File: src/rtl/ctimer_pkg.sv
package ctimer_pkg;

  localparam int DATA_W   = 32;
  localparam int ADDR_W   = 5;
  localparam int OFF_W    = 3;
  localparam int MASK_W   = 6;
  localparam logic [MASK_W-1:0] MASK_RST = 6'h32;
  localparam int CMP_BIT  = 1;
  localparam int ROUTE_BIT = 31;
  localparam int PINF_W   = 6;

  typedef enum logic [1:0] {
    WIN_SHARED = 2'd0,
    WIN_OWN    = 2'd1,
    WIN_OTHER  = 2'd2,
    WIN_NONE   = 2'd3
  } win_e;

  localparam logic [OFF_W-1:0] SH_CFG    = 3'd0;
  localparam logic [OFF_W-1:0] SH_CNT_LO = 3'd1;
  localparam logic [OFF_W-1:0] SH_CNT_HI = 3'd2;

  localparam logic [OFF_W-1:0] LC_PEND  = 3'd0;
  localparam logic [OFF_W-1:0] LC_MASK  = 3'd1;
  localparam logic [OFF_W-1:0] LC_MSET  = 3'd2;
  localparam logic [OFF_W-1:0] LC_MCLR  = 3'd3;
  localparam logic [OFF_W-1:0] LC_MAP   = 3'd4;
  localparam logic [OFF_W-1:0] LC_OIDX  = 3'd5;
  localparam logic [OFF_W-1:0] LC_IDENT = 3'd6;
  localparam logic [OFF_W-1:0] LC_CMP   = 3'd7;

endpackage

File: src/rtl/ctimer_counter.sv
module ctimer_counter
  import ctimer_pkg::*;
#(
  parameter int CNT_W = 32
) (
  input  logic             clk,
  input  logic             rst_n,
  input  logic             cfg_wr,
  input  logic             cfg_stop,
  input  logic             load_wr,
  input  logic [CNT_W-1:0] load_val,
  output logic             stop_o,
  output logic [CNT_W-1:0] cnt_o
);

  logic             stop_q, stop_d;
  logic [CNT_W-1:0] cnt_q, cnt_d;
  logic             cnt_en;
  logic             load_ok;

  assign load_ok = load_wr && stop_q;
  assign cnt_en  = load_ok || !stop_q;

  always_comb begin
    stop_d = cfg_wr ? cfg_stop : stop_q;
    if (load_ok) cnt_d = load_val;
    else         cnt_d = cnt_q + CNT_W'(1);
  end

  always_ff @(posedge clk or negedge rst_n) begin
    if (!rst_n) begin
      stop_q <= 1'b0;
      cnt_q  <= '0;
    end else begin
      stop_q <= stop_d;
      if (cnt_en) cnt_q <= cnt_d;
    end
  end

  assign stop_o = stop_q;
  assign cnt_o  = cnt_q;


  run_inc_chk: assert property (@(posedge clk) disable iff (!rst_n)
    !stop_q |=> cnt_q == $past(cnt_q) + CNT_W'(1));


  stop_hold_chk: assert property (@(posedge clk) disable iff (!rst_n)
    (stop_q && !load_wr) |=> $stable(cnt_q));


  load_stopped_chk: assert property (@(posedge clk) disable iff (!rst_n)
    (stop_q && load_wr) |=> cnt_q == $past(load_val));

endmodule

File: src/rtl/ctimer_decode.sv
module ctimer_decode
  import ctimer_pkg::*;
#(
  parameter int NUM_CORES = 2,
  parameter int CORE_W    = 1
) (
  input  logic                        clk,
  input  logic                        rst_n,
  input  logic                        req_valid,
  input  logic                        req_we,
  input  logic [CORE_W-1:0]           req_src,
  input  logic [ADDR_W-1:0]           req_addr,
  input  logic [NUM_CORES*CORE_W-1:0] oidx_flat,
  output logic                        cfg_wr,
  output logic                        load_wr,
  output logic [NUM_CORES-1:0]        core_wr,
  output logic [CORE_W-1:0]           tgt,
  output logic                        tgt_ok,
  output win_e                        win,
  output logic [OFF_W-1:0]            off
);

  logic [CORE_W-1:0] oth_idx;
  logic              src_ok;
  logic              wr_req;

  assign win    = win_e'(req_addr[ADDR_W-1:OFF_W]);
  assign off    = req_addr[OFF_W-1:0];
  assign wr_req = req_valid && req_we;
  assign src_ok = 32'(req_src) < NUM_CORES;

  always_comb begin
    oth_idx = '0;
    for (int c = 0; c < NUM_CORES; c++) begin
      if (32'(req_src) == c) oth_idx = oidx_flat[c*CORE_W +: CORE_W];
    end
  end

  always_comb begin
    tgt    = (win == WIN_OTHER) ? oth_idx : req_src;
    tgt_ok = src_ok && ((win == WIN_OWN) || (win == WIN_OTHER));
  end

  assign cfg_wr  = wr_req && (win == WIN_SHARED) && (off == SH_CFG);
  assign load_wr = wr_req && (win == WIN_SHARED) && (off == SH_CNT_LO);

  generate
    for (genvar c = 0; c < NUM_CORES; c++) begin : g_sel
      assign core_wr[c] = wr_req && tgt_ok && (32'(tgt) == c);
    end
  endgenerate


  one_target_chk: assert property (@(posedge clk) disable iff (!rst_n)
    $onehot0(core_wr));

endmodule

File: src/rtl/ctimer_core.sv
module ctimer_core
  import ctimer_pkg::*;
#(
  parameter int CNT_W     = 32,
  parameter int NUM_CORES = 2,
  parameter int NUM_PINS  = 6,
  parameter int PIN_W     = 3,
  parameter int CORE_W    = 1
) (
  input  logic              clk,
  input  logic              rst_n,
  input  logic              wr_en,
  input  logic [OFF_W-1:0]  wr_off,
  input  logic [DATA_W-1:0] wr_data,
  input  logic [CNT_W-1:0]  cnt_val,
  input  logic              cnt_run,
  input  logic [NUM_PINS-1:0] router_in,
  output logic              pend_o,
  output logic [MASK_W-1:0] mask_o,
  output logic              route_o,
  output logic [PIN_W-1:0]  pin_o,
  output logic [CORE_W-1:0] oidx_o,
  output logic [CNT_W-1:0]  cmp_o,
  output logic [NUM_PINS-1:0] pins_o
);

  logic              pend_q, pend_d;
  logic [MASK_W-1:0] mask_q, mask_d;
  logic              route_q, route_d;
  logic [PIN_W-1:0]  pin_q, pin_d;
  logic [CORE_W-1:0] oidx_q, oidx_d;
  logic [CNT_W-1:0]  cmp_q, cmp_d;

  logic mask_en, map_en, oidx_en, cmp_en;
  logic hit, src_on;
  logic [NUM_PINS-1:0] cmp_pins;

  assign hit     = cnt_run && (cnt_val == cmp_q);
  assign cmp_en  = wr_en && (wr_off == LC_CMP);
  assign mask_en = wr_en && ((wr_off == LC_MSET) || (wr_off == LC_MCLR));
  assign map_en  = wr_en && (wr_off == LC_MAP) &&
                   (32'(wr_data[PINF_W-1:0]) < NUM_PINS);
  assign oidx_en = wr_en && (wr_off == LC_OIDX) && (wr_data < NUM_CORES);

  always_comb begin
    pend_d  = cmp_en ? 1'b0 : (pend_q || hit);
    mask_d  = (wr_off == LC_MSET) ? (mask_q | wr_data[MASK_W-1:0])
                                  : (mask_q & ~wr_data[MASK_W-1:0]);
    route_d = wr_data[ROUTE_BIT];
    pin_d   = wr_data[PIN_W-1:0];
    oidx_d  = wr_data[CORE_W-1:0];
    cmp_d   = wr_data[CNT_W-1:0];
  end

  always_ff @(posedge clk or negedge rst_n) begin
    if (!rst_n) begin
      pend_q  <= 1'b0;
      mask_q  <= MASK_RST;
      route_q <= 1'b1;
      pin_q   <= '0;
      oidx_q  <= '0;
      cmp_q   <= '1;
    end else begin
      pend_q <= pend_d;
      if (mask_en) mask_q <= mask_d;
      if (map_en) begin
        route_q <= route_d;
        pin_q   <= pin_d;
      end
      if (oidx_en) oidx_q <= oidx_d;
      if (cmp_en)  cmp_q  <= cmp_d;
    end
  end

  assign src_on   = pend_q && mask_q[CMP_BIT] && route_q;
  assign cmp_pins = src_on ? (NUM_PINS'(1) << pin_q) : '0;
  assign pins_o   = router_in | cmp_pins;

  assign pend_o  = pend_q;
  assign mask_o  = mask_q;
  assign route_o = route_q;
  assign pin_o   = pin_q;
  assign oidx_o  = oidx_q;
  assign cmp_o   = cmp_q;


  match_sets_chk: assert property (@(posedge clk) disable iff (!rst_n)
    (cnt_run && cnt_val == cmp_q && !cmp_en) |=> pend_q);


  cmp_ack_chk: assert property (@(posedge clk) disable iff (!rst_n)
    cmp_en |=> !pend_q);


  oidx_range_chk: assert property (@(posedge clk) disable iff (!rst_n)
    32'(oidx_q) < NUM_CORES);


  pin_drive_chk: assert property (@(posedge clk) disable iff (!rst_n)
    (pend_q && mask_q[CMP_BIT] && route_q) |-> pins_o[pin_q]);


  router_pass_chk: assert property (@(posedge clk) disable iff (!rst_n)
    (pins_o & router_in) == router_in);

endmodule

File: src/rtl/ctimer_top.sv
module ctimer_top
  import ctimer_pkg::*;
#(
  parameter int NUM_CORES = 2,
  parameter int NUM_PINS  = 6,
  parameter int CNT_W     = 32,
  localparam int CORE_W   = (NUM_CORES > 1) ? $clog2(NUM_CORES) : 1,
  localparam int PIN_W    = (NUM_PINS > 1) ? $clog2(NUM_PINS) : 1
) (
  input  logic                          clk,
  input  logic                          rst_n,
  input  logic                          req_valid,
  input  logic                          req_we,
  input  logic [CORE_W-1:0]             req_src,
  input  logic [4:0]                    req_addr,
  input  logic [31:0]                   req_wdata,
  input  logic [NUM_CORES*NUM_PINS-1:0] router_irq,
  output logic                          rsp_valid,
  output logic [31:0]                   rsp_rdata,
  output logic [NUM_CORES*NUM_PINS-1:0] cpu_irq
);

  logic             stop;
  logic [CNT_W-1:0] cnt;
  logic             cfg_wr, load_wr, tgt_ok;
  logic [NUM_CORES-1:0] core_wr;
  logic [CORE_W-1:0]    tgt;
  win_e                 win;
  logic [OFF_W-1:0]     off;
  logic [NUM_CORES*CORE_W-1:0] oidx_flat;

  logic [NUM_CORES-1:0] pend_a, route_a;
  logic [MASK_W-1:0]    mask_a  [NUM_CORES];
  logic [PIN_W-1:0]     pin_a   [NUM_CORES];
  logic [CORE_W-1:0]    oidx_a  [NUM_CORES];
  logic [CNT_W-1:0]     cmp_a   [NUM_CORES];

  logic [DATA_W-1:0] rd_word;
  logic              rsp_valid_q, rsp_valid_d;
  logic [DATA_W-1:0] rsp_rdata_q;
  logic              rd_en;

  ctimer_counter #(.CNT_W(CNT_W)) u_counter (
    .clk      (clk),
    .rst_n    (rst_n),
    .cfg_wr   (cfg_wr),
    .cfg_stop (req_wdata[0]),
    .load_wr  (load_wr),
    .load_val (req_wdata[CNT_W-1:0]),
    .stop_o   (stop),
    .cnt_o    (cnt)
  );

  ctimer_decode #(.NUM_CORES(NUM_CORES), .CORE_W(CORE_W)) u_decode (
    .clk       (clk),
    .rst_n     (rst_n),
    .req_valid (req_valid),
    .req_we    (req_we),
    .req_src   (req_src),
    .req_addr  (req_addr),
    .oidx_flat (oidx_flat),
    .cfg_wr    (cfg_wr),
    .load_wr   (load_wr),
    .core_wr   (core_wr),
    .tgt       (tgt),
    .tgt_ok    (tgt_ok),
    .win       (win),
    .off       (off)
  );

  generate
    for (genvar c = 0; c < NUM_CORES; c++) begin : g_core
      ctimer_core #(
        .CNT_W     (CNT_W),
        .NUM_CORES (NUM_CORES),
        .NUM_PINS  (NUM_PINS),
        .PIN_W     (PIN_W),
        .CORE_W    (CORE_W)
      ) u_core (
        .clk       (clk),
        .rst_n     (rst_n),
        .wr_en     (core_wr[c]),
        .wr_off    (off),
        .wr_data   (req_wdata),
        .cnt_val   (cnt),
        .cnt_run   (!stop),
        .router_in (router_irq[c*NUM_PINS +: NUM_PINS]),
        .pend_o    (pend_a[c]),
        .mask_o    (mask_a[c]),
        .route_o   (route_a[c]),
        .pin_o     (pin_a[c]),
        .oidx_o    (oidx_a[c]),
        .cmp_o     (cmp_a[c]),
        .pins_o    (cpu_irq[c*NUM_PINS +: NUM_PINS])
      );
      assign oidx_flat[c*CORE_W +: CORE_W] = oidx_a[c];
    end
  endgenerate

  always_comb begin
    rd_word = '0;
    if (win == WIN_SHARED) begin
      if (off == SH_CFG)         rd_word = DATA_W'(stop);
      else if (off == SH_CNT_LO) rd_word = DATA_W'(cnt);
    end else if (tgt_ok) begin
      for (int c = 0; c < NUM_CORES; c++) begin
        if (32'(tgt) == c) begin
          unique case (off)
            LC_PEND:  rd_word = DATA_W'(pend_a[c]) << CMP_BIT;
            LC_MASK:  rd_word = DATA_W'(mask_a[c]);
            LC_MAP:   rd_word = (DATA_W'(route_a[c]) << ROUTE_BIT) |
                                DATA_W'(pin_a[c]);
            LC_OIDX:  rd_word = DATA_W'(oidx_a[c]);
            LC_IDENT: rd_word = DATA_W'(tgt);
            LC_CMP:   rd_word = DATA_W'(cmp_a[c]);
            default:  rd_word = '0;
          endcase
        end
      end
    end
  end

  assign rsp_valid_d = req_valid && !req_we;
  assign rd_en       = rsp_valid_d;

  always_ff @(posedge clk or negedge rst_n) begin
    if (!rst_n) begin
      rsp_valid_q <= 1'b0;
      rsp_rdata_q <= '0;
    end else begin
      rsp_valid_q <= rsp_valid_d;
      if (rd_en) rsp_rdata_q <= rd_word;
    end
  end

  assign rsp_valid = rsp_valid_q;
  assign rsp_rdata = rsp_rdata_q;


  rsp_timing_chk: assert property (@(posedge clk) disable iff (!rst_n)
    (req_valid && !req_we) |=> rsp_valid);


  hi_word_zero_chk: assert property (@(posedge clk) disable iff (!rst_n)
    (req_valid && !req_we && req_addr == 5'h02) |=> rsp_rdata == '0);

endmodule

File: config.mk
export PLATFORM = sky130hd
export DESIGN_NAME = ctimer_top
export DESIGN_NICKNAME = d
export VERILOG_FILES = /design/src/rtl/ctimer_pkg.sv /design/src/rtl/ctimer_counter.sv /design/src/rtl/ctimer_decode.sv /design/src/rtl/ctimer_core.sv /design/src/rtl/ctimer_top.sv
export SDC_FILE = /design/constraint.sdc
export NUM_CORES = 1
export LEC_CHECK = 0
export CORE_MARGIN = 3
export CORE_UTILIZATION = 31
export DETAILED_ROUTE_END_ITERATION = 7
export SYNTH_ARGS = -nofsm -noshare
export SYNTH_HDL_FRONTEND = slang
export SYNTH_SLANG_ARGS = --single-unit
File: constraint.sdc
create_clock -name clk -period 3.3 [get_ports clk]
set_input_delay 0.66 -clock clk [delete_from_list [all_inputs] [get_ports clk]]
set_output_delay 0.66 -clock clk [all_outputs]
set_load 0.05 [all_outputs]
# Word-level counts from Yosys, hierarchy flattened

Cells that the tools add are included.

Register bits: 154
Output and inout port bits: 45

Equal/unequal tests: 11
Add/sub/neg operators: 1
$lt $le $gt $ge: 2
Bitwise logic cells: 10
Muxes and demuxes: 16
Reduce and logical (&&, ||, !) cells: 36
Shifts and indexed selects: 2

Operators by type and width:

| operator              | number |
|---|---|
| $mux 32               | 6 |
| $pmux 32 s6           | 1 |
| $pmux 32 s5           | 1 |
| $eq 32x32->1          | 2 |
| $or 32x3->32          | 2 |
| $add 32x1->32 const B | 1 |
| $lt 32x2->1 const B   | 1 |
| $logic_and 1x1->1     | 27 |
| $mux 6                | 4 |
| $or 6x6->6            | 4 |
| $and 6x6->6           | 2 |
| $eq 3x3->1 const B    | 4 |
| $shl 1x3->6 const A   | 2 |
| $eq 3x2->1 const B    | 2 |
| $lt 6x3->1 const B    | 1 |
| $not 6->6             | 1 |
| $logic_or 1x1->1      | 5 |
| $mux 1                | 4 |
| $eq 3x1->1 const B    | 1 |
| $logic_not 3->1       | 1 |
| $eq 2x1->1 const B    | 1 |
| $eq 2x2->1 const B    | 1 |
| $logic_not 1->1       | 2 |
| $logic_not 2->1       | 1 |
| $not 1->1             | 1 |

# Logic depth before layout (Yosys ltp)

Gate-level depths: netlist of run 1.

Depth after elaboration: 6
Depth in mapped cells: 9
Mapped depth without buffers: 7

# Cells and area by module

A second synthesis of run 1 with hierarchy kept.

Cells, all modules: 846
Area total of the unflattened synthesis: 9062.4 µm²

Modules (own cells, without submodules):

| module         | seq. area each (µm²) | times used | cells an instance | area an instance (µm²) |
|---|---|---|---|---|
| ctimer_core    | 1146.1               | 2          | 180               | 2215.9 |
| ctimer_top     | 825.8                | 1          | 233               | 2318.5 |
| ctimer_counter | 825.8                | 1          | 234               | 2154.6 |
| ctimer_decode  | 0.0                  | 1          | 19                | 157.7 |

# Worst setup path before layout of run 1

Ideal clock, no wire load.

Path kind: register to output
From: reg g_core[1].u_core.route_q
To: out cpu_irq[10]
Setup slack: 1.097 ns
Arrival: 1.543 ns
Cell stages (with the launch flop): 5
Path through: dfstp_2 nand3_1 nor2_1 nand2_1 o21bai_1

Longest elaborated chain between the ends: 3

RTL lines:

| what                   | line              | text |
|---|---|---|
| start, declared        | ctimer_core.sv:29 | `logic route_q, route_d;` |
| start signal, assigned | ctimer_core.sv:67 | `route_q <= route_d;` |
| $logic_and 1x1->1      | ctimer_core.sv:75 | `assign src_on = pend_q && mask_q[CMP_BIT] && route_q;` |
| $mux 6                 | ctimer_core.sv:76 | `assign cmp_pins = src_on ? (NUM_PINS'(1) << pin_q) : '0;` |
| $or 6x6->6             | ctimer_core.sv:77 | `assign pins_o = router_in \| cmp_pins;` |
| end, declared          | ctimer_top.sv:20  | `output logic [NUM_CORES*NUM_PINS-1:0] cpu_irq` |

Every way passes these cells.

# Worst setup path after layout of run 1

From: reg g_core[0].u_core.route_q
To: out cpu_irq[4]

Longest elaborated chain between the ends: 3

RTL lines:

| what                   | line |
|---|---|
| start, declared        | ctimer_core.sv:29 |
| start signal, assigned | ctimer_core.sv:67 |
| $logic_and 1x1->1      | ctimer_core.sv:75 |
| $mux 6                 | ctimer_core.sv:76 |
| $or 6x6->6             | ctimer_core.sv:77 |

Every way passes these cells.

==> results.toml, run 1 <==
[outcome]
status = "finished clean"

[route]
wl_per_cell_um = 19.75
antenna_left = 0
drt_iter0_drc = 526
wl_met1_mm = 12.02
drt_wl_total_mm = 25.68
wl_met2_mm = 11.95
met3_wirelength_mm = 1.215
vias = 6810
vias_per_cell = 5.238
top_layer = "met4"
drt_first_pass_iters = 5
drc_errors = 0

[worst_setup_path]
cp_max_fo = 3
cp.arrival_ps = 2370
r2r-start = "u_counter.cnt_o[0]"
path_class = "reg2out"
crit_path_start_kind = "register"
crit_path_end_kind = "output pin"
cp.required_ps = 2640
startpoint = "g_core[0].u_core.route_o"

[sta]
hold_viol = 0
layout_min_cycle_time_ps = 3028
clock_skew_ps = 9.121
worst_pin_slew_ps = 749.5
finalCritPeriodShare_pct = 91.75
drv_slew = 0
relSlewSlack_pct = 49.57
rsz0062_at_grt = "false"
setup_tns_ps = 0
max_freq_mhz = 330.3
finalSetupViolCount = 0

[synth]
muxShareOfSynthArea_pct = 14.74
synth_xor_area_share_pct = 6.583
yosys.area_share.simple_pct = 14.02
synth_top_family_by_area = "multiplexers"
syn_inst = 833
synthFlopType = "dfrtp_1"
synth_fa_ha_area_share_pct = 0.4340
syn_area_um2 = 8648
ys_warn_count = 0
ys_ff_latch = 154
syn-num-nets = 890
ys_types = 63
yosysSeqAreaShare_pct = 45.60
synth_area_per_cell_um2 = 10.38
async_flop_share_pct = 100.0
synth_compound_area_share_pct = 13.50
synth_edf_count = 0

[die]
die_w_um = 173.0
die_h_um = 173.0
io_pins = 99
dieArea_um2 = 29940
rows = 60
floorplan.initialDensity_pct = 31.82
core_um2 = 27180

[placement]
place_area_um2 = 10080
gp_congestion = 0.8624
dp_hpwl_mm = 18.38
io_buffers = 98

[cts]
htreeDepth = 4
root_buffer = "clkbuf_16"
post_cts_buffers = 0
clock_path_buffers = 2
clk_pin_slew_ps = 60
hold_buffers = 0
cts_resized = 0
worstSkewPairLatency_ps = 440
tritoncts = "done"
clock_sinks = 154
cts_buffers = 17

[layout]
fin_area_um2 = 10730
final_common_cell = "clkdlybuf4s50_1"
drive_gt1_share_pct = 25.75
final_cell_mix = "97 x clkdlybuf4s50_1, 82 x dfrtp_1, 75 x mux2_2"
area_growth_syn_to_layout_pct = 24.02
nNetsFinal = 972
antenna_cells = 0

[global_route]
antenna_found_initial = 0
grt_max_degree = 62
grt_pass1_vias = 6816
grt_pass1_wl_mm = 40.92
grt-ovfl-total = 0
track_usage_pct = 17.39

[job]
drv_cap = 0

[power_and_ir_drop]
p_leak_nw = 4.203
ir_drop_mv = 0.3307
power_density_nw_per_um2 = 558.7

[hold_path]
hold_class = "in2async"
## metrics by stage
| step | hold WS [ps] | cells | setup WS, ps | total power, W | utilization, % |
|---|---|---|---|---|---|
| 2_1_floorplan | 364.4 | 833 | 1097 | 0.003438 | - |
| 6_report | 211.0 | 1300 | 272.3 | 0.005992 | 39.47 |
| 3_5_place_dp | 471.0 | 1268 | 382.2 | 0.003867 | 37.10 |
| 4_1_cts | 223.3 | 1300 | 244.1 | 0.006033 | 39.47 |
| 3_3_place_gp | 459.4 | 1268 | 357.7 | 0.003854 | 37.10 |
| 5_1_grt | 240.1 | 1300 | 155.5 | 0.006274 | 39.47 |
## report_power, final
part / switching (W) / leakage [nW] / internal [W]
combinational: 0.000672 / 2.10 / 0.000603
clock: 0.000838 / 0.304 / 0.00132
sequential: 0.000336 / 1.80 / 0.00223
## metal layers
metal  track usage (%)  vias to the layer above
li1                  -                     3185
met1             24.20                     3413
met2             27.00                      179
met3             3.887                       33
met4             5.405                        0
met5                 0                        -
## final timing paths
| path | end | slack (ps) | depth (start not counted) |
|---|---|---|---|
| setup / recovery | cpu_irq[4] | 270 | 4 |
| hold / removal | u_counter.cnt_o[24] | 210 | 1 |
| setup reg to reg | u_counter.cnt_o[28] | 1000 | 6 |
| hold reg to reg | register | 480 | 2 |
| max in group asynchronous | g_core[0].u_core.cmp_o[31] | 2230 | 2 |
| min in group clk | register | 480 | 2 |
## critical path: stages (launching register included)
cell	delay (ps)
dfstp_2	540
nand3_1	130
nor3b_1	300
a21o_1	160
clkdlybuf4s50_1	800
## final cells by class
| type | count | area (um^2) |
|---|---|---|
| flip-flops and latches | 154 | 3944 |
| repair buffers | 133 | 1295 |
| clock buffers | 20 | 456.7 |
| well taps | 372 | 465.4 |
| clock inverters | 12 | 186.4 |
| inverters | 21 | 78.83 |
| fillers | 2725 | 16450 |
| multi-input cells | 588 | 4299 |
## synth_stat cells (all sizes together), types with 3 or more instances
cell type / count / area share (%)
a211oi: 14 / 1.2
a21o: 6 / 0.52
a21oi: 16 / 0.93
a221oi: 8 / 0.81
a22oi: 3 / 0.26
a2bb2oi: 25 / 2.5
a311oi: 6 / 0.61
a31o: 8 / 0.81
a31oi: 8 / 0.58
and2: 3 / 0.22
and3: 9 / 0.68
buf: 33 / 2.6
clkbuf: 37 / 1.6
dfrtp: 82 / 24
dfstp: 72 / 22
ha: 3 / 0.43
inv: 20 / 0.87
mux2: 75 / 9.8
mux2i: 43 / 5.0
nand2: 74 / 3.2
nand2b: 3 / 0.22
nand3: 25 / 1.7
nand4: 23 / 1.7
nor2: 48 / 2.1
nor2b: 3 / 0.22
nor3: 21 / 1.2
nor3b: 4 / 0.35
nor4: 12 / 1.0
o21a: 4 / 0.35
o21ai: 42 / 2.4
o221a: 4 / 0.52
o22ai: 5 / 0.36
o31a: 3 / 0.30
or3: 4 / 0.41
xnor2: 62 / 6.3
xor2: 3 / 0.30
## cells by family (layout without fill, tap and decap cells)
family	after synthesis	after routing
fa+ha+maj	3	3
buf+inv	91	186
xor+xnor	65	65
flops	154	154
compound gates	165	165
mux	118	118
simple gates	237	237
## state kept, by name, summed over array words and instances (netlist names), named ones only
register,flops
g_core.u_core.cmp_o,64
rsp_rdata,32
u_counter.cnt_o,32
g_core.u_core.pin_o,6
g_core.u_core.oidx_o,2
g_core.u_core.pend_o,2
g_core.u_core.route_o,2
rsp_valid,1
u_counter.stop_o,1
Note: power is estimated with default switching activity, not from simulation.
==> run 2, diff against run 1 <==
--- a/config.mk
+++ b/config.mk
@@ -7,6 +7,7 @@
 export LEC_CHECK = 0
 export CORE_MARGIN = 3
 export CORE_UTILIZATION = 31
+export CTS_CLUSTER_DIAMETER = 150
 export DETAILED_ROUTE_END_ITERATION = 7
 export SYNTH_ARGS = -nofsm -noshare
 export SYNTH_HDL_FRONTEND = slang
==> results of run 2 <==
No change in the layout: final DEF, timing and power equal those of run 1.
==> run 3, diff against run 2 <==
--- a/config.mk
+++ b/config.mk
@@ -9,6 +9,7 @@
 export CORE_UTILIZATION = 31
 export CTS_CLUSTER_DIAMETER = 150
 export DETAILED_ROUTE_END_ITERATION = 7
+export HOLD_SLACK_MARGIN = 0.05
 export SYNTH_ARGS = -nofsm -noshare
 export SYNTH_HDL_FRONTEND = slang
 export SYNTH_SLANG_ARGS = --single-unit
==> results of run 3 <==
No change in the layout: final DEF, timing and power equal those of run 1.
